<file path="config.mk">
export PLATFORM = sky130hd
export DESIGN_NAME = tbus_top
export DESIGN_NICKNAME = d
export VERILOG_FILES = /design/src/rtl/tbus_pkg.sv /design/src/rtl/tbus_master_port.sv /design/src/rtl/tbus_segment.sv /design/src/rtl/tbus_chain.sv /design/src/rtl/tbus_top.sv
export SDC_FILE = /design/constraint.sdc
export NUM_CORES = 1
export LEC_CHECK = 0
export BUFFER_PORTS_ARGS = -buffer_cell sky130_fd_sc_hd__buf_2
export CAP_MARGIN = 25
export CORE_AREA = 3 3 407 409
export CTS_CLUSTER_DIAMETER = 120
export CTS_CLUSTER_SIZE = 16
export DETAILED_ROUTE_END_ITERATION = 8
export DIE_AREA = 0 0 410 412
export SLEW_MARGIN = 5
export SYNTH_ARGS = -nofsm -noshare
export SYNTH_HDL_FRONTEND = slang
export SYNTH_SLANG_ARGS = --single-unit
</file>
<file path="constraint.sdc">
create_clock -name clk -period 1.4 [get_ports clk]
set_clock_uncertainty 0.05 [all_clocks]
set_input_delay 0.07 -clock clk [delete_from_list [all_inputs] [get_ports clk]]
set_output_delay 0.07 -clock clk [all_outputs]
set_load 0.02 [all_outputs]
</file>
<file path="src/rtl/tbus_pkg.sv">
package tbus_pkg;
  // Positions inside each tile's per-tile return group
  localparam int ACK_ADDR_BIT = 0;
  localparam int ACK_DATA_BIT = 1;

  // Width of a binary tile number for a row of n tiles
  function automatic int tid_width(input int n);
    return (n > 1) ? $clog2(n) : 1;
  endfunction
endpackage

</file>
<file path="src/rtl/tbus_master_port.sv">
module tbus_master_port
  import tbus_pkg::*;
#(
  parameter int N      = 8,
  parameter int DATA_W = 32,
  parameter int ADDR_W = 14,
  parameter int DED_W  = 2,
  parameter int TID_W  = 3
) (
  input  logic                clk,
  input  logic                rst_n,
  input  logic                m_stb,
  input  logic                m_we,
  input  logic [ADDR_W-1:0]   m_addr,
  input  logic [DATA_W-1:0]   m_wdata,
  input  logic [TID_W-1:0]    m_tsel,
  input  logic [DED_W-1:0]    m_ded,
  input  logic                m_init,
  input  logic [DATA_W-1:0]   ret_dat,
  input  logic [N*DED_W-1:0]  ret_snd,
  output logic                d_stb,
  output logic                d_we,
  output logic [ADDR_W-1:0]   d_addr,
  output logic [DATA_W-1:0]   d_wdata,
  output logic [TID_W-1:0]    d_tsel,
  output logic [DED_W-1:0]    d_ded,
  output logic                d_init,
  output logic [DATA_W-1:0]   m_rdata,
  output logic [N*DED_W-1:0]  m_send,
  output logic                m_aack,
  output logic                m_dack
);
  localparam int SND_W = N * DED_W;

  logic [SND_W-1:0] snd_act;
  logic             aack_nxt;
  logic             dack_nxt;

  // Return line is active low on the wires; fold acknowledges per tile group
  always_comb begin
    snd_act  = ~ret_snd;
    aack_nxt = 1'b0;
    dack_nxt = 1'b0;
    for (int i = 0; i < N; i++) begin
      aack_nxt = aack_nxt | snd_act[i*DED_W + ACK_ADDR_BIT];
      dack_nxt = dack_nxt | snd_act[i*DED_W + ACK_DATA_BIT];
    end
  end

  // Command launch registers; payload loads only with a strobe
  always_ff @(posedge clk or negedge rst_n) begin
    if (!rst_n) begin
      d_stb   <= 1'b0;
      d_we    <= 1'b0;
      d_addr  <= '0;
      d_wdata <= '0;
      d_tsel  <= '0;
      d_ded   <= '0;
      d_init  <= 1'b0;
    end else begin
      d_stb  <= m_stb;
      d_tsel <= m_tsel;
      d_ded  <= m_ded;
      d_init <= m_init;
      if (m_stb) begin
        d_we    <= m_we;
        d_addr  <= m_addr;
        d_wdata <= m_wdata;
      end
    end
  end

  // Return capture registers
  always_ff @(posedge clk or negedge rst_n) begin
    if (!rst_n) begin
      m_rdata <= '1;
      m_send  <= '0;
      m_aack  <= 1'b0;
      m_dack  <= 1'b0;
    end else begin
      m_rdata <= ret_dat;
      m_send  <= snd_act;
      m_aack  <= aack_nxt;
      m_dack  <= dack_nxt;
    end
  end
endmodule

</file>
<file path="src/rtl/tbus_segment.sv">
module tbus_segment #(
  parameter int N      = 8,
  parameter int DATA_W = 32,
  parameter int ADDR_W = 14,
  parameter int DED_W  = 2,
  parameter int TID_W  = 3
) (
  input  logic                clk,
  input  logic                rst_n,
  // common command wires
  input  logic                d_stb,
  input  logic                d_we,
  input  logic [ADDR_W-1:0]   d_addr,
  input  logic [DATA_W-1:0]   d_wdata,
  input  logic [TID_W-1:0]    d_tsel,
  input  logic [DED_W-1:0]    d_ded,
  input  logic                d_init,
  // AND chains and line end
  input  logic [DATA_W-1:0]   dat_i,
  output logic [DATA_W-1:0]   dat_o,
  input  logic [N*DED_W-1:0]  snd_i,
  output logic [N*DED_W-1:0]  snd_o,
  input  logic [DATA_W-1:0]   ret_dat,
  // initialisation position
  input  logic [TID_W-1:0]    pos_i,
  output logic [TID_W-1:0]    id_o,
  output logic                vld_o,
  // tile side
  input  logic [DATA_W-1:0]   t_dout,
  input  logic                t_drv,
  input  logic                t_ioen,
  input  logic [DED_W-1:0]    t_send,
  output logic                t_stb,
  output logic                t_we,
  output logic [ADDR_W-1:0]   t_addr,
  output logic [DATA_W-1:0]   t_wdata,
  output logic [DATA_W-1:0]   t_rbus,
  output logic [DED_W-1:0]    t_recv
);
  localparam int SND_W = N * DED_W;

  logic [DATA_W-1:0] out_q, out_nxt;
  logic [SND_W-1:0]  snd_q, snd_nxt;
  logic [TID_W-1:0]  id_q;
  logic              vld_q;
  logic              stb_q, stb_nxt;
  logic [DED_W-1:0]  recv_q, recv_nxt;
  logic              we_q;
  logic [ADDR_W-1:0] addr_q;
  logic [DATA_W-1:0] wdata_q;
  logic [DATA_W-1:0] rbus_q;
  logic              id_ld;
  logic              in_en;

  assign id_ld = d_init;
  assign in_en = t_ioen;

  always_comb begin
    // idle tiles present all ones to the AND stage
    out_nxt = (t_drv && t_ioen) ? t_dout : '1;
    // return bits: clear own group only, active low on the wires
    snd_nxt = '1;
    for (int j = 0; j < N; j++) begin
      if (vld_q && (id_q == TID_W'(j))) begin
        snd_nxt[j*DED_W +: DED_W] = ~t_send;
      end
    end
    stb_nxt  = t_ioen & d_stb;
    recv_nxt = (vld_q && (id_q == d_tsel)) ? d_ded : '0;
  end

  // output registers and control capture
  always_ff @(posedge clk or negedge rst_n) begin
    if (!rst_n) begin
      out_q  <= '1;
      snd_q  <= '1;
      stb_q  <= 1'b0;
      recv_q <= '0;
    end else begin
      out_q  <= out_nxt;
      snd_q  <= snd_nxt;
      stb_q  <= stb_nxt;
      recv_q <= recv_nxt;
    end
  end

  // tile number: written only by the initialisation pulse
  always_ff @(posedge clk or negedge rst_n) begin
    if (!rst_n) begin
      id_q  <= '0;
      vld_q <= 1'b0;
    end else if (id_ld) begin
      id_q  <= pos_i;
      vld_q <= 1'b1;
    end
  end

  // data input registers, frozen while the tile's I/O is off
  always_ff @(posedge clk or negedge rst_n) begin
    if (!rst_n) begin
      we_q    <= 1'b0;
      addr_q  <= '0;
      wdata_q <= '0;
      rbus_q  <= '0;
    end else if (in_en) begin
      we_q    <= d_we;
      addr_q  <= d_addr;
      wdata_q <= d_wdata;
      rbus_q  <= ret_dat;
    end
  end

  assign dat_o   = dat_i & out_q;
  assign snd_o   = snd_i & snd_q;
  assign id_o    = id_q;
  assign vld_o   = vld_q;
  assign t_stb   = stb_q;
  assign t_we    = we_q;
  assign t_addr  = addr_q;
  assign t_wdata = wdata_q;
  assign t_rbus  = rbus_q;
  assign t_recv  = recv_q;
endmodule

</file>
<file path="src/rtl/tbus_chain.sv">
module tbus_chain #(
  parameter int N      = 8,
  parameter int DATA_W = 32,
  parameter int ADDR_W = 14,
  parameter int DED_W  = 2,
  parameter int TID_W  = 3
) (
  input  logic                  clk,
  input  logic                  rst_n,
  input  logic                  d_stb,
  input  logic                  d_we,
  input  logic [ADDR_W-1:0]     d_addr,
  input  logic [DATA_W-1:0]     d_wdata,
  input  logic [TID_W-1:0]      d_tsel,
  input  logic [DED_W-1:0]      d_ded,
  input  logic                  d_init,
  output logic [DATA_W-1:0]     ret_dat,
  output logic [N*DED_W-1:0]    ret_snd,
  output logic [N*TID_W-1:0]    id_vec,
  output logic [N-1:0]          vld_vec,
  input  logic [N*DATA_W-1:0]   t_dout,
  input  logic [N-1:0]          t_drv,
  input  logic [N-1:0]          t_ioen,
  input  logic [N*DED_W-1:0]    t_send,
  output logic [N-1:0]          t_stb,
  output logic [N-1:0]          t_we,
  output logic [N*ADDR_W-1:0]   t_addr,
  output logic [N*DATA_W-1:0]   t_wdata,
  output logic [N*DATA_W-1:0]   t_rbus,
  output logic [N*DED_W-1:0]    t_recv
);
  localparam int SND_W = N * DED_W;

  logic [DATA_W-1:0] dat_lnk [N+1];
  logic [SND_W-1:0]  snd_lnk [N+1];
  logic [TID_W-1:0]  pos_lnk [N];

  assign dat_lnk[0] = '1;
  assign snd_lnk[0] = '1;
  assign pos_lnk[0] = '0;

  for (genvar g = 0; g < N; g++) begin : g_seg
    if (g < N - 1) begin : g_pos
      assign pos_lnk[g+1] = pos_lnk[g] + TID_W'(1);
    end

    tbus_segment #(
      .N(N), .DATA_W(DATA_W), .ADDR_W(ADDR_W), .DED_W(DED_W), .TID_W(TID_W)
    ) u_seg (
      .clk     (clk),
      .rst_n   (rst_n),
      .d_stb   (d_stb),
      .d_we    (d_we),
      .d_addr  (d_addr),
      .d_wdata (d_wdata),
      .d_tsel  (d_tsel),
      .d_ded   (d_ded),
      .d_init  (d_init),
      .dat_i   (dat_lnk[g]),
      .dat_o   (dat_lnk[g+1]),
      .snd_i   (snd_lnk[g]),
      .snd_o   (snd_lnk[g+1]),
      .ret_dat (dat_lnk[N]),
      .pos_i   (pos_lnk[g]),
      .id_o    (id_vec[g*TID_W +: TID_W]),
      .vld_o   (vld_vec[g]),
      .t_dout  (t_dout[g*DATA_W +: DATA_W]),
      .t_drv   (t_drv[g]),
      .t_ioen  (t_ioen[g]),
      .t_send  (t_send[g*DED_W +: DED_W]),
      .t_stb   (t_stb[g]),
      .t_we    (t_we[g]),
      .t_addr  (t_addr[g*ADDR_W +: ADDR_W]),
      .t_wdata (t_wdata[g*DATA_W +: DATA_W]),
      .t_rbus  (t_rbus[g*DATA_W +: DATA_W]),
      .t_recv  (t_recv[g*DED_W +: DED_W])
    );
  end

  assign ret_dat = dat_lnk[N];
  assign ret_snd = snd_lnk[N];
endmodule

</file>
<file path="src/rtl/tbus_top.sv">
module tbus_top
  import tbus_pkg::*;
#(
  parameter  int N_TILES = 8,
  parameter  int DATA_W  = 32,
  parameter  int ADDR_W  = 14,
  parameter  int DED_W   = 2,
  localparam int TID_W   = tid_width(N_TILES)
) (
  input  logic                        clk,
  input  logic                        rst_n,
  input  logic                        m_stb,
  input  logic                        m_we,
  input  logic [ADDR_W-1:0]           m_addr,
  input  logic [DATA_W-1:0]           m_wdata,
  input  logic [TID_W-1:0]            m_tsel,
  input  logic [DED_W-1:0]            m_ded,
  input  logic                        m_init,
  output logic [DATA_W-1:0]           m_rdata,
  output logic [N_TILES*DED_W-1:0]    m_send,
  output logic                        m_aack,
  output logic                        m_dack,
  input  logic [N_TILES*DATA_W-1:0]   t_dout,
  input  logic [N_TILES-1:0]          t_drv,
  input  logic [N_TILES-1:0]          t_ioen,
  input  logic [N_TILES*DED_W-1:0]    t_send,
  output logic [N_TILES-1:0]          t_stb,
  output logic [N_TILES-1:0]          t_we,
  output logic [N_TILES*ADDR_W-1:0]   t_addr,
  output logic [N_TILES*DATA_W-1:0]   t_wdata,
  output logic [N_TILES*DATA_W-1:0]   t_rbus,
  output logic [N_TILES*DED_W-1:0]    t_recv
);
  logic                      d_stb;
  logic                      d_we;
  logic [ADDR_W-1:0]         d_addr;
  logic [DATA_W-1:0]         d_wdata;
  logic [TID_W-1:0]          d_tsel;
  logic [DED_W-1:0]          d_ded;
  logic                      d_init;
  logic [DATA_W-1:0]         ret_dat;
  logic [N_TILES*DED_W-1:0]  ret_snd;
  logic [N_TILES*TID_W-1:0]  tid_vec;
  logic [N_TILES-1:0]        tid_vld;

  tbus_master_port #(
    .N(N_TILES), .DATA_W(DATA_W), .ADDR_W(ADDR_W), .DED_W(DED_W), .TID_W(TID_W)
  ) u_mport (
    .clk     (clk),
    .rst_n   (rst_n),
    .m_stb   (m_stb),
    .m_we    (m_we),
    .m_addr  (m_addr),
    .m_wdata (m_wdata),
    .m_tsel  (m_tsel),
    .m_ded   (m_ded),
    .m_init  (m_init),
    .ret_dat (ret_dat),
    .ret_snd (ret_snd),
    .d_stb   (d_stb),
    .d_we    (d_we),
    .d_addr  (d_addr),
    .d_wdata (d_wdata),
    .d_tsel  (d_tsel),
    .d_ded   (d_ded),
    .d_init  (d_init),
    .m_rdata (m_rdata),
    .m_send  (m_send),
    .m_aack  (m_aack),
    .m_dack  (m_dack)
  );

  tbus_chain #(
    .N(N_TILES), .DATA_W(DATA_W), .ADDR_W(ADDR_W), .DED_W(DED_W), .TID_W(TID_W)
  ) u_chain (
    .clk     (clk),
    .rst_n   (rst_n),
    .d_stb   (d_stb),
    .d_we    (d_we),
    .d_addr  (d_addr),
    .d_wdata (d_wdata),
    .d_tsel  (d_tsel),
    .d_ded   (d_ded),
    .d_init  (d_init),
    .ret_dat (ret_dat),
    .ret_snd (ret_snd),
    .id_vec  (tid_vec),
    .vld_vec (tid_vld),
    .t_dout  (t_dout),
    .t_drv   (t_drv),
    .t_ioen  (t_ioen),
    .t_send  (t_send),
    .t_stb   (t_stb),
    .t_we    (t_we),
    .t_addr  (t_addr),
    .t_wdata (t_wdata),
    .t_rbus  (t_rbus),
    .t_recv  (t_recv)
  );
endmodule

</file>
* After elaboration in Yosys (flattened, before gate mapping) *
Index checks and enable logic that the tools add are counted.

word-level totals
  register bits = 1073
  bits of input ports = 344
  output and inout bits = 706
  logic and storage cells = 224

operators by class
  equal/unequal tests = 17
  muxes and demuxes = 43
  bitwise gates (word level) = 45
  reductions and logical operators = 41

operators by type and width
  cell                                                              number
  32-bit 2-to-1 mux                                                 8
  32-bit bitwise AND                                                7
  16-bit bitwise AND                                                7
  2-bit 2-to-1 mux                                                  35
  1-bit logical AND                                                 33
  3-bit zero test                                                   8
  16-bit inverter                                                   1
  2-bit inverter                                                    8
  1-bit OR                                                          14
  3-bit == test                                                     4
  3-bit == test (second input constant)                             4
  1-bit bitwise AND                                                 8
  2-bit by 3-bit == test with 1-bit output                          2
  3-bit by 2-bit == test with 1-bit output (second input constant)  2
  2-bit == test (second input constant)                             2
  1-bit by 3-bit == test with 1-bit output                          1
  3-bit by 1-bit == test with 1-bit output (second input constant)  1
  2-bit by 1-bit == test with 1-bit output (second input constant)  1

* Logic depth before layout (Yosys ltp) *
  depth in word-level cells = 15
  depth in mapped cells = 4
  gate-level depth less buffers = 2

* Cells and area by module *
Synthesis repeated with hierarchy kept, for this count alone.

unflattened totals
  cell total of the unflattened synthesis = 2924
  area total of the unflattened synthesis = 47260.3 µm²

modules (own cells, without submodules)
  module                                     times used  cells each  area an instance (µm²)  sequential area each (µm²)
  tbus_segment (u_chain.g_seg[1].u_seg ...)  7           343         5480.3                  3413.3
  tbus_segment (u_chain.g_seg[0].u_seg)      1           343         5461.5                  3413.3
  tbus_master_port                           1           178         3429.5                  2642.5
  tbus_chain                                 1           2           7.5                     0.0

* Worst setup path after synthesis *
OpenSTA, ideal clock, no wires.

  path kind = reg-to-reg
  from = register u_chain.g_seg[0].u_seg.snd_q[0]
  to = register u_mport.m_aack
  setup time = 139 ps
  arrival time = 1026 ps
  data required time = 1211 ps
  setup slack = 185 ps
  cell stages (with the launch flop) = 3
  buffers on the path = 0
  period minus slack after synthesis = 1215 ps
  path through = dfstp_2 nand4_1 or4_1

on the way
  word-level cells in the longest chain between the ends = 15

RTL lines
  element                           line                    source
  start, declared                   tbus_segment.sv:43      logic [SND_W-1:0] snd_q, snd_nxt;
  start signal, assigned            tbus_segment.sv:81      snd_q <= snd_nxt;
  16-bit bitwise AND (7 in series)  tbus_segment.sv:114     assign snd_o = snd_i & snd_q;
  16-bit inverter                   tbus_master_port.sv:41  snd_act = ~ret_snd;
  1-bit OR (7 in series)            tbus_master_port.sv:45  aack_nxt = aack_nxt | snd_act[i*DED_W + ACK_ADDR_BIT];
  net u_mport.aack_nxt              tbus_master_port.sv:36  logic aack_nxt;
  end signal, assigned              tbus_master_port.sv:83  m_aack <= aack_nxt;
  end, declared                     tbus_master_port.sv:30  output logic m_aack,

The timed path passes the listed nets, and every way through them passes these cells.
A chain may end at the register's enable or synchronous reset.

* Worst setup path after layout *
  from = input port t_drv[6]
  to = register u_chain.g_seg[6].u_seg.out_q[8]

on the way
  word-level cells in the longest chain between the ends = 2

RTL lines
  element                                line                source
  start, declared                        tbus_top.sv:24      input logic [N_TILES-1:0] t_drv,
  1-bit logical AND                      tbus_segment.sv:60  out_nxt = (t_drv && t_ioen) ? t_dout : '1;
  32-bit 2-to-1 mux                      tbus_segment.sv:60
  net u_chain.g_seg[6].u_seg.out_nxt[8]  tbus_segment.sv:42  logic [DATA_W-1:0] out_q, out_nxt;
  end signal, assigned                   tbus_segment.sv:80  out_q <= out_nxt;
  end, declared                          tbus_segment.sv:42

The timed path passes the listed nets, and every way through them passes these cells.

==> impl_metrics.ini <==
[synth]
synthDistinctLibCells = 24
syn-instance-count = 2549
synth-compound-area-share_pct = 5.03
syn-mean-instance-area_um2 = 15.0
synthAdderAreaFrac_pct = 0
synth_edf_count = 0
synth_area_um2 = 38200
synth_ff_type = dfrtp_1
yosysWarnings = 0
yosysSeqAreaShare_pct = 68.6
ys_ff_latch = 1033
synth_most_common_cell = dfrtp_1
synth.top_cell.area_share_pct = 47.7
yosys.area_share.simple_pct = 10.6
synth_top_family_by_area = multiplexers
synth_xor_area_share_pct = 0
synth.area.top_cells = dfrtp_1 (48%), dfstp_2 (21%), mux2_2 (12%)
synth.mux.area_fraction_pct = 12.5
yosys.area.top_type = dfrtp_1
synth_nets = 2893
synth_commonest_cells = dfrtp_1 (729), mux2_2 (423), dfstp_2 (304), nand2b_1 (258), o31ai_1 (256)
async_reset_ff_share_pct = 100

[timing]
period_share_pct = 106
setup_tns_ns = -2.14
finalHoldViolations = 0
slew-limit-headroom_pct = 36.8
rsz0062_at_grt = yes
period_needed_ns = 1.48
setup_violations = 63
slew_violations = 0
tightest_slew_ns = 0.948
setup_ws_ns = -0.0802
fmax_mhz = 676

[hold_path]
hold_class = in -> reg
min-delay-start = t_ioen[3]
hold-path-endpoint = u_chain.g_seg[3].u_seg.t_wdata[8]
hold-path-cell-count = 4

[clocking]
cts_buffer_depth = 3
numCtsBuffers = 76
cts.clk_slew.worst_paths_ns = 0.08
root_buffer = clkbuf_16
insertion_delay_ns = 0.68
cts_sinks = 1033
cts_tree = built
htree_levels = 3

[die]
core-area_um2 = 162000
ios = 1050
initial_core_util_pct = 23.5
fp.dieArea_um2 = 169000
die_w_um = 410
die_h_um = 412
row_count = 148

[critical_path]
critPathMostFrequentCell = dlygate4sd3_1
crit_type = in -> reg
r2r-end = u_chain.g_seg[3].u_seg.t_rbus[25]
r2r-start = u_chain.g_seg[3].u_seg.t_rbus[25]
cp.arrival_ns = 2.03
cp.required_ns = 1.95
path_max_fanout = 25
crit_family = buffers and inverters
r2r_cells = 4
critPathMaxStageDelay_ns = 0.58
slowest_stage = dlygate4sd3_1
path_cells = dlygate4sd3_1 -> buf_2 -> nand2_2 -> buf_4 -> or2_1 -> dlygate4sd3_1
critPathLaunchType = input pin
cp_num_buf_inv = 4
rrSetupSlack_ns = -0.01
critPathCaptureType = register

[route]
drt_first_pass_iters = 7
drt_iter0_drc = 2438
ant_nets = 0
drc = 0
totalWireLength_um = 170000
viasPerCell = 4.50
vias = 31000
wire_per_inst_um = 24.6

[global_route]
grt_pass1_vias = 33400
grt_max_degree = 75
overflow = 0
track_usage_pct = 19.0
grt_pass1_wl_um = 235000
antenna_found_initial = 24

[final_layout]
fillers = 14800
fin_cells = 6889
drive_above_1_share_pct = 53.9
nNetsFinal = 4996
syn2layout_area_growth_pct = 64.2

[run_status]
violations = negative setup slack
status = finished, violations left

[place]
place_inst = 5848
io_buffers = 1049
hpwlAfterDp_um = 110000
gp_congestion = 0.867

[pwr]
powerDensity_nw_per_um2 = 1260
leakage_nw = 27.5
ir_drop_uv = 973

[job]
cap_viol_max_count = 0
==> layer usage <==
layer / GRT usage (%) / up-vias / routed length (um)
li1: - / 13000 / -
met1: 21.5 / 15900 / 61100
met2: 32.9 / 1580 / 84400
met3: 4.79 / 493 / 13700
met4: 10.6 / 2 / 10500
met5: 0 / - / 13
==> registers in the layout, indices dropped and copies added, names as in the netlist, 32 cells and up <==
name                         flops
u_chain.g_seg.u_seg.out_q      256
u_chain.g_seg.u_seg.t_addr     112
u_chain.g_seg.u_seg.t_rbus     256
u_chain.g_seg.u_seg.t_wdata    256
u_mport.d_wdata                 32
u_mport.m_rdata                 32
==> cell usage in the layout (no fill, tap or decap), types with 68 or more instances in the layout <==
cell type,instances
clkbuf_16,79
nand2b_1,258
dlygate4sd3_1,657
dfrtp_1,723
buf_2,343
buf_12,68
mux2_2,423
buf_6,697
buf_4,398
or2_2,180
or2_1,77
dfstp_2,304
o31ai_1,251
==> power breakdown <==
| group | switching, W | internal, W |
|---|---|---|
| combinational | 0.0104 | 0.0109 |
| clock | 0.0112 | 0.0105 |
| sequential | 0.00284 | 0.0334 |
| total | 0.0245 | 0.0547 |
==> what timing repair did <==
item	4_1_cts	5_1_grt
setup buffers	141	94
hold endpoints to repair	1626	138
endpoints found under the setup margin	699	775
pin swaps	2	6
gates cloned	0	4
gates resized for setup	1398	14
hold buffers	701	17
==> worst min-delay path, delay by kind of cell <==
family	cells	cell delay, ns
buffers and inverters	3	0.50
multiplexers	1	0.17
==> per-stage QoR <==
step                hold slack, ns  area [um2]  utilization (%)  worst slack [ns]  power [W]
global route               0.00524       62700             38.6            -0.155     0.0821
floorplan                   -0.276       38200                -             0.185     0.0430
detailed placement         -0.0351       47500             29.3           -0.0549     0.0510
CTS                       0.000144       62300             38.3            -0.195     0.0790
global placement           -0.0508       47500             29.3           -0.0940     0.0508
finish                      0.0549       62700             38.6           -0.0802     0.0792
==> area by class of cell <==
class | count | area, um2 | share of cell area [%]
multi-input combinational | 1349 | 10800 | 17.2
clock buffer | 113 | 2070 | 3.30
inverter | 24 | 90.1 | 0.144
clock inverter | 11 | 200 | 0.319
antenna | 16 | 40.0 | 0.0638
sequential | 1033 | 26200 | 41.8
timing repair buffer | 2168 | 20600 | 32.8
tap | 2175 | 2720 | 4.34
==> worst max path at each step <==
stage                                             startpoint                         endpoint  slack, ns  cells past startpoint
after floorplan              u_chain.g_seg[0].u_seg.snd_q[0]                   u_mport.m_aack       0.19                      2
after global placement       u_chain.g_seg[0].u_seg.snd_q[1]                   u_mport.m_dack      -0.09                      2
after detailed placement    u_chain.g_seg[7].u_seg.snd_q[15]                   u_mport.m_dack      -0.05                      2
after CTS                 u_chain.g_seg[1].u_seg.t_wdata[23]                      t_wdata[55]      -0.20                      1
after global routing                     u_mport.m_rdata[15]                      m_rdata[15]      -0.16                      1
final                                               t_drv[6]  u_chain.g_seg[6].u_seg.out_q[8]      -0.08                      6
==> cells by family after synthesis <==
kind of cell,Yosys count
multiplexers,423
flip-flops,1033
AO/OA/AOI/OAI,256
AND/OR/NAND/NOR,670
buffers and inverters,167
Power figures use the tool's default switching activity.
